## src/rtl/ssrx_pkg.sv

```systemverilog
package ssrx_pkg;
  localparam int unsigned WORD_W = 8;
  localparam int unsigned NIB_W  = 4;
  typedef logic [WORD_W-1:0] word_t;
endpackage

```

## src/rtl/ssrx_clkgen.sv

```systemverilog
module ssrx_clkgen #(
  parameter int unsigned DIV = 4
) (
  input  logic clk_i,
  input  logic rst_ni,
  input  logic run_i,
  input  logic ext_sel_i,
  input  logic sck_ext_i,
  input  logic sdi_i,
  output logic sck_o,
  output logic smp_o,
  output logic bit_o
);
  localparam int unsigned CW = (DIV > 1) ? $clog2(DIV) : 1;

  logic [CW-1:0] div_q;
  logic          sck_q;
  logic [2:0]    ext_q;
  logic [1:0]    sdi_q;
  logic          tick;

  assign tick = (div_q == CW'(DIV - 1));

  always_ff @(posedge clk_i or negedge rst_ni) begin
    if (!rst_ni) begin
      div_q <= '0;
      sck_q <= 1'b1;
      ext_q <= '0;
      sdi_q <= '0;
    end else begin
      ext_q <= {ext_q[1:0], sck_ext_i};
      sdi_q <= {sdi_q[0], sdi_i};
      if (!run_i) begin
        div_q <= '0;
        sck_q <= 1'b1;
      end else if (tick) begin
        div_q <= '0;
        sck_q <= ~sck_q;
      end else begin
        div_q <= div_q + 1'b1;
      end
    end
  end

  // rising edge of internal clock or of synchronised external clock
  assign smp_o = ext_sel_i ? (ext_q[1] & ~ext_q[2]) : (run_i & tick & ~sck_q);
  assign bit_o = ext_sel_i ? sdi_q[1] : sdi_i;
  assign sck_o = sck_q;

  a_r3_sample_on_rise: assert property (@(posedge clk_i) disable iff (!rst_ni)
    (smp_o && !ext_sel_i) |=> sck_o);
endmodule

```

## src/rtl/ssrx_shifter.sv

```systemverilog
module ssrx_shifter
  import ssrx_pkg::*;
(
  input  logic  clk_i,
  input  logic  rst_ni,
  input  logic  clr_i,
  input  logic  smp_i,
  input  logic  bit_i,
  input  logic  wide_i,
  output logic  done_o,
  output logic  mid_o,
  output word_t word_o
);
  word_t      sr_q, sr_n;
  logic [2:0] bcnt_q;
  logic [2:0] last;

  assign last   = wide_i ? 3'd7 : 3'd3;
  assign sr_n   = {bit_i, sr_q[WORD_W-1:1]};
  assign word_o = wide_i ? sr_n : {{(WORD_W-NIB_W){1'b0}}, sr_n[WORD_W-1:WORD_W-NIB_W]};
  assign done_o = smp_i && !clr_i && (bcnt_q >= last);
  assign mid_o  = (bcnt_q != 3'd0);

  always_ff @(posedge clk_i or negedge rst_ni) begin
    if (!rst_ni) begin
      sr_q   <= '0;
      bcnt_q <= '0;
    end else if (clr_i) begin
      bcnt_q <= '0;
    end else if (smp_i) begin
      sr_q   <= sr_n;
      bcnt_q <= done_o ? 3'd0 : bcnt_q + 3'd1;
    end
  end

  a_r4_word_boundary: assert property (@(posedge clk_i) disable iff (!rst_ni)
    done_o |=> !mid_o);
  a_r4_bit_progress: assert property (@(posedge clk_i) disable iff (!rst_ni)
    (smp_i && !clr_i && !done_o) |=> mid_o);
endmodule

```

## src/rtl/ssrx_bufbank.sv

```systemverilog
module ssrx_bufbank
  import ssrx_pkg::*;
#(
  parameter int unsigned NBUF  = 8,
  parameter int unsigned IDX_W = $clog2(NBUF)
) (
  input  logic                   clk_i,
  input  logic                   rst_ni,
  input  logic                   clr_i,
  input  logic                   wr_i,
  input  word_t                  wr_data_i,
  input  logic [IDX_W-1:0]       word_cnt_i,
  input  logic [NBUF-1:0]        rd_stb_i,
  output logic [NBUF*WORD_W-1:0] buf_o,
  output logic                   irq_o,
  output logic                   pend_o
);
  logic [IDX_W-1:0] idx_q;
  logic             irq_q, pend_q;
  logic             last, any_rd;

  assign last   = (idx_q == word_cnt_i);
  assign any_rd = |rd_stb_i;

  for (genvar g = 0; g < NBUF; g++) begin : g_buf
    word_t buf_q;
    always_ff @(posedge clk_i or negedge rst_ni) begin
      if (!rst_ni)                          buf_q <= '0;
      else if (wr_i && idx_q == IDX_W'(g))  buf_q <= wr_data_i;
    end
    assign buf_o[g*WORD_W +: WORD_W] = buf_q;
  end

  always_ff @(posedge clk_i or negedge rst_ni) begin
    if (!rst_ni) begin
      idx_q  <= '0;
      irq_q  <= 1'b0;
      pend_q <= 1'b0;
    end else if (clr_i) begin
      idx_q  <= '0;
      irq_q  <= 1'b0;
      pend_q <= 1'b0;
    end else begin
      irq_q <= wr_i & last;
      if (wr_i) idx_q <= last ? '0 : idx_q + 1'b1;
      if (wr_i && last) pend_q <= 1'b1;
      else if (any_rd)  pend_q <= 1'b0;
    end
  end

  assign irq_o  = irq_q;
  assign pend_o = pend_q;

  a_r6_irq_single: assert property (@(posedge clk_i) disable iff (!rst_ni)
    irq_o |=> !irq_o);
  a_r6_irq_follows_write: assert property (@(posedge clk_i) disable iff (!rst_ni)
    irq_o |-> $past(wr_i));
endmodule

```

## src/rtl/sync_serial_rx.sv

```systemverilog
module sync_serial_rx
  import ssrx_pkg::*;
#(
  parameter int unsigned DIV   = 4,
  parameter int unsigned NBUF  = 8,
  localparam int unsigned IDX_W = $clog2(NBUF)
) (
  input  logic                   clk_i,
  input  logic                   rst_ni,
  input  logic                   rx_mode_i,
  input  logic                   start_i,
  input  logic                   inhibit_i,
  input  logic                   wide_i,
  input  logic                   ext_sel_i,
  input  logic [IDX_W-1:0]       word_cnt_i,
  input  logic                   sck_ext_i,
  input  logic                   sdi_i,
  input  logic [NBUF-1:0]        rd_stb_i,
  output logic                   sck_o,
  output logic [NBUF*WORD_W-1:0] buf_data_o,
  output logic                   irq_o,
  output logic                   busy_o
);
  logic  busy_q, wait_q, stop_q, start_q;
  word_t hold_q;
  logic  run, smp_raw, smp_g, bit_s, done, mid, pend, any_rd;
  logic  go, stop_req, commit;
  word_t word, wr_data;

  assign any_rd   = |rd_stb_i;
  assign go       = rx_mode_i & start_i & ~start_q & ~inhibit_i & ~busy_q;
  assign stop_req = stop_q | ~start_i;
  assign run      = busy_q & ~wait_q & ~ext_sel_i;
  assign smp_g    = smp_raw & busy_q & ~wait_q & ~inhibit_i;

  ssrx_clkgen #(.DIV(DIV)) u_clk (
    .clk_i, .rst_ni, .run_i(run), .ext_sel_i, .sck_ext_i, .sdi_i,
    .sck_o, .smp_o(smp_raw), .bit_o(bit_s)
  );

  ssrx_shifter u_sh (
    .clk_i, .rst_ni, .clr_i(go | inhibit_i), .smp_i(smp_g), .bit_i(bit_s),
    .wide_i, .done_o(done), .mid_o(mid), .word_o(word)
  );

  always_comb begin
    commit  = 1'b0;
    wr_data = word;
    if (busy_q && !inhibit_i) begin
      if (wait_q) begin
        if (any_rd) begin
          commit  = 1'b1;
          wr_data = hold_q;
        end
      end else if (done && (!pend || any_rd)) begin
        commit = 1'b1;
      end
    end
  end

  ssrx_bufbank #(.NBUF(NBUF), .IDX_W(IDX_W)) u_buf (
    .clk_i, .rst_ni, .clr_i(go), .wr_i(commit), .wr_data_i(wr_data),
    .word_cnt_i, .rd_stb_i, .buf_o(buf_data_o), .irq_o, .pend_o(pend)
  );

  always_ff @(posedge clk_i or negedge rst_ni) begin
    if (!rst_ni) begin
      busy_q  <= 1'b0;
      wait_q  <= 1'b0;
      stop_q  <= 1'b0;
      start_q <= 1'b0;
      hold_q  <= '0;
    end else begin
      start_q <= start_i;
      if (inhibit_i) begin
        busy_q <= 1'b0;
        wait_q <= 1'b0;
        stop_q <= 1'b0;
      end else if (go) begin
        busy_q <= 1'b1;
        wait_q <= 1'b0;
        stop_q <= 1'b0;
      end else if (busy_q) begin
        if (!start_i) stop_q <= 1'b1;
        if (wait_q) begin
          if (any_rd) begin
            wait_q <= 1'b0;
            if (stop_req) busy_q <= 1'b0;
          end
        end else if (done) begin
          if (commit) begin
            if (stop_req) busy_q <= 1'b0;
          end else if (ext_sel_i) begin
            busy_q <= 1'b0;          // external overrun: drop and end
          end else begin
            wait_q <= 1'b1;          // internal overrun: freeze clock
            hold_q <= word;
          end
        end else if (stop_req && !mid) begin
          busy_q <= 1'b0;
        end
      end
    end
  end

  assign busy_o = busy_q;

  a_r12_inhibit_ends: assert property (@(posedge clk_i) disable iff (!rst_ni)
    inhibit_i |=> !busy_o);
  a_r7_wait_holds_clock: assert property (@(posedge clk_i) disable iff (!rst_ni)
    wait_q |-> sck_o);
  a_r10_no_ext_wait: assert property (@(posedge clk_i) disable iff (!rst_ni)
    $rose(wait_q) |-> !$past(ext_sel_i));
  a_r9_ext_clock_idle: assert property (@(posedge clk_i) disable iff (!rst_ni)
    (ext_sel_i && $past(ext_sel_i)) |-> sck_o);
endmodule

```

## config.mk

```make
export PLATFORM = sky130hd
export DESIGN_NAME = sync_serial_rx
export DESIGN_NICKNAME = d
export VERILOG_FILES = /design/src/rtl/ssrx_pkg.sv /design/src/rtl/ssrx_clkgen.sv /design/src/rtl/ssrx_shifter.sv /design/src/rtl/ssrx_bufbank.sv /design/src/rtl/sync_serial_rx.sv
export SDC_FILE = /design/constraint.sdc
export NUM_CORES = 1
export LEC_CHECK = 0
export ABC_CLOCK_PERIOD_IN_PS = 2300
export BUFFER_PORTS_ARGS = -buffer_cell sky130_fd_sc_hd__buf_2
export CORE_MARGIN = 3
export CORE_UTILIZATION = 50
export DETAILED_ROUTE_END_ITERATION = 6
export PLACE_DENSITY = 0.73
export SYNTH_ARGS = -nofsm -noshare
export SYNTH_HDL_FRONTEND = slang
export SYNTH_SLANG_ARGS = --single-unit
```

## constraint.sdc

```tcl
create_clock -name clk_i -period 2.3 [get_ports clk_i]
set_input_delay 0.575 -clock clk_i [delete_from_list [all_inputs] [get_ports clk_i]]
set_output_delay 0.575 -clock clk_i [all_outputs]
set_load 0.005 [all_outputs]
```

==> out/results.ini <==
[critical_path]
timing.rr.end = u_buf.g_buf[3].buf_q[6]
cp_data_required_time_ps = 2560
crit_top_cell = a21o_1
crit_type = flip-flop to flip-flop
rr_startpoint = u_sh.bcnt_q[0]
worstPathArrival_ps = 2400
crit_start = u_sh.bcnt_q[0]
slowest_delay_ps = 430
crit_path_end_kind = flip-flop
crit_end = u_buf.g_buf[3].buf_q[6]
cp_cell_sequence = ha_1 -> a21o_1 -> a21o_1 -> a31o_2 -> and3_4 -> mux2_4
r2r_cells = 6
critPathLaunchType = flip-flop
r2r_slack_ps = 160
crit_fanout = 9
crit_slowest_cell = dfrtp_1

[route]
dr.first_iter.drc_count = 83
drt-total-wl_mm = 8.87
via_per_inst = 5.33
wire_per_inst_um = 17.5
final_antenna_net_count = 0
dr.pass1.iters = 4
via_count = 2702
drc_errors = 0

[clocking]
clock-root-buffer = clkbuf_8
cts_tree = built
cts.sinks = 99
cts_buffers = 9
clock_latency_ps = 370
cts_resized = 0
path_clk_slew_ps = 110
ctsHoldBuffers = 0
htreeDepth = 3
clockBufferDepth = 2
cts_setup_buffers = 0

[final_layout]
antenna_cells = 0
multiInputGateArea_mm2 = 0.00186
final_cell_count_no_fill = 507
drive_above_1_share = 0.560
fillers = 708
layout.nets = 427
utilization = 0.623
ff_latch_area_mm2 = 0.00248
areaGrowthSynthToFinish_pct = 18.7

[floorplanning]
die_w_um = 100
dieArea_mm2 = 0.0100
rows = 33
io_pins = 87
initial_core_util = 0.525
core-area_mm2 = 0.00842
die_height_um = 100

[global_routing]
grt_use_total = 0.186
grt_pass1_vias = 2872
antenna_found_initial = 0
grt_max_degree = 38
gr-total-overflow = 0
grt_pass1_wl_mm = 14.5

[power]
power.density_mw_per_mm2 = 575
combPwrFrac = 0.055
max-vdd-ir-drop_mv = 0.396
leakage_nw = 2.85
clockPowerShare = 0.360
share_seq_of_total_power = 0.585
p_sw_uw = 776
swShare = 0.257
power.internal_mw = 2.24

[sta]
finalSetupViolations = 0
slew_headroom = 0.588
report.final.slew_viol_count = 0
report.final.hold_viol_count = 0
fmax_mhz = 468
finalCritPeriodShare = 0.930
finalCriticalPeriod_ps = 2140
clock_skew_ps = 13.4
grt_setup_unrepaired = no
tightestPinTransition_ps = 615

[yosys]
synthFlopType = dfrtp_1
avgSynthCellArea_um2 = 14.9
synth-edff-count = 0
ys_ff_latch = 99
postSynth.asyncResetShare = 1.00
synth_fp_nets = 327
synth.distinct_cells = 37
ys_warn_count = 0
yosysSeqAreaShare = 0.560
syn_inst = 297
synth_area_mm2 = 0.00443

[placement]
portBuffers = 86
place.gp.congestion = 0.795
place_inst = 491
hpwl_mm = 6.58

[job]
drv_cap = 0

[outcome]
status = complete, no violations

[worst_hold_path]
hold_class = primary input to asynchronous set/reset pin

==> stage by stage <==
step	hold WS [ps]	setup slack [ps]	total power, mW	area, µm²	setup TNS [ps]
after floorplan	279	10.5	1.88	4440	0
after global placement	335	-166	1.96	5060	-9010
after detailed placement	340	-169	1.97	5060	-9290
after CTS	145	152	3.05	5250	0
after global routing	151	40.2	3.16	5250	0
final	153	161	3.02	5250	0
==> sequential cells by signal (all words and copies together), names as in the netlist <==
signal,cells
u_clk.ext_q,3
start_q,1
u_buf.g_buf.buf_q,64
stop_q,1
u_sh.bcnt_q,3
u_buf.idx_q,3
u_buf.pend_o,1
hold_q,8
u_clk.sck_o,1
u_clk.sdi_q,2
u_clk.div_q,2
wait_q,1
u_sh.sr_q,7
u_buf.irq_o,1
busy_o,1
==> cells in the final DEF, fill, tap and decap left out, types with 5 or more instances in the layout <==
master / synthesis / routed
dfrtp_1: 98 / 98
buf_2: 2 / 85
mux2_2: 76 / 76
mux2_4: 16 / 16
nand2_1: 12 / 12
ha_1: 10 / 10
buf_4: 0 / 10
clkbuf_8: 0 / 9
nand3_1: 8 / 8
inv_1: 8 / 7
nand4_4: 6 / 6
and2_1: 5 / 5
o21ai_0: 5 / 5
==> cell usage after synthesis, types with 3 or more instances <==
| cell type | number | area share |
|---|---|---|
| and2_1 | 5 | 0.0071 |
| nand2b_1 | 4 | 0.0057 |
| nand4_4 | 6 | 0.029 |
| ha_1 | 10 | 0.028 |
| o21ai_0 | 5 | 0.0057 |
| mux2_4 | 16 | 0.054 |
| nand2_1 | 12 | 0.010 |
| mux2i_1 | 3 | 0.0068 |
| mux2_2 | 76 | 0.19 |
| nand3_1 | 8 | 0.0090 |
| a21o_1 | 4 | 0.0068 |
| inv_1 | 8 | 0.0068 |
| dfrtp_1 | 98 | 0.55 |
| clkbuf_1 | 4 | 0.0034 |
| nor3b_1 | 4 | 0.0068 |
| buf_6 | 3 | 0.0076 |
| xnor2_1 | 4 | 0.0079 |
==> cells by family (layout without fill, tap and decap cells) <==
kind of cell             Yosys count  in the layout  share of synthesized area
AO/OA/AOI/OAI                     19             19                     0.0334
XOR/XNOR                           4              4                    0.00792
adder cells (fa/ha/maj)           10             10                     0.0283
buffers and inverters             17            122                     0.0201
flip-flops                        99             99                      0.560
multiplexers                      95             95                      0.254
AND/OR/NAND/NOR                   53             53                     0.0958
==> power by group through the flow <==
| stage | clock network [mW] | logic [mW] | registers (mW) |
|---|---|---|---|
| floorplan | 0 | 0.0782 | 1.80 |
| global placement | 0 | 0.166 | 1.80 |
| detailed placement | 0 | 0.169 | 1.80 |
| CTS | 1.12 | 0.170 | 1.77 |
| global route | 1.20 | 0.185 | 1.77 |
| finish | 1.09 | 0.166 | 1.77 |
==> how the worst min path moves through the flow <==
stage                    from                      end  slack, ps
2_1_floorplan          rst_ni                   busy_o        280
6_report               rst_ni  u_buf.g_buf[2].buf_q[5]        150
3_5_place_dp   u_clk.ext_q[0]           u_clk.ext_q[1]        340
3_3_place_gp   u_clk.ext_q[0]           u_clk.ext_q[1]        340
4_1_cts                rst_ni  u_buf.g_buf[1].buf_q[5]        150
5_1_grt                rst_ni  u_buf.g_buf[2].buf_q[5]        150
==> worst max-delay path: cells and delay by family (launching register included) <==
kind                     cells  cell delay (ps)
AO/OA/AOI/OAI                3              740
adder cells (fa/ha/maj)      1              240
flip-flops                   1              430
multiplexers                 1              310
AND/OR/NAND/NOR              1              300
==> area by class of cell <==
| cell class | instances | area share |
|---|---|---|
| Clock buffer | 9 | 0.0236 |
| Clock inverter | 7 | 0.0131 |
| Inverter | 8 | 0.00572 |
| Multi-Input combinational cell | 181 | 0.354 |
| Sequential cell | 99 | 0.472 |
| Tap cell | 105 | 0.0250 |
| Timing Repair Buffer | 98 | 0.107 |
==> layer usage <==
metal | GRT usage | wire, µm
met5 | 0 | 0
met4 | 0.0435 | 96
met1 | 0.244 | 3940
met3 | 0.0632 | 557
met2 | 0.299 | 4280
No activity file was read; power rests on OpenSTA's default activity.
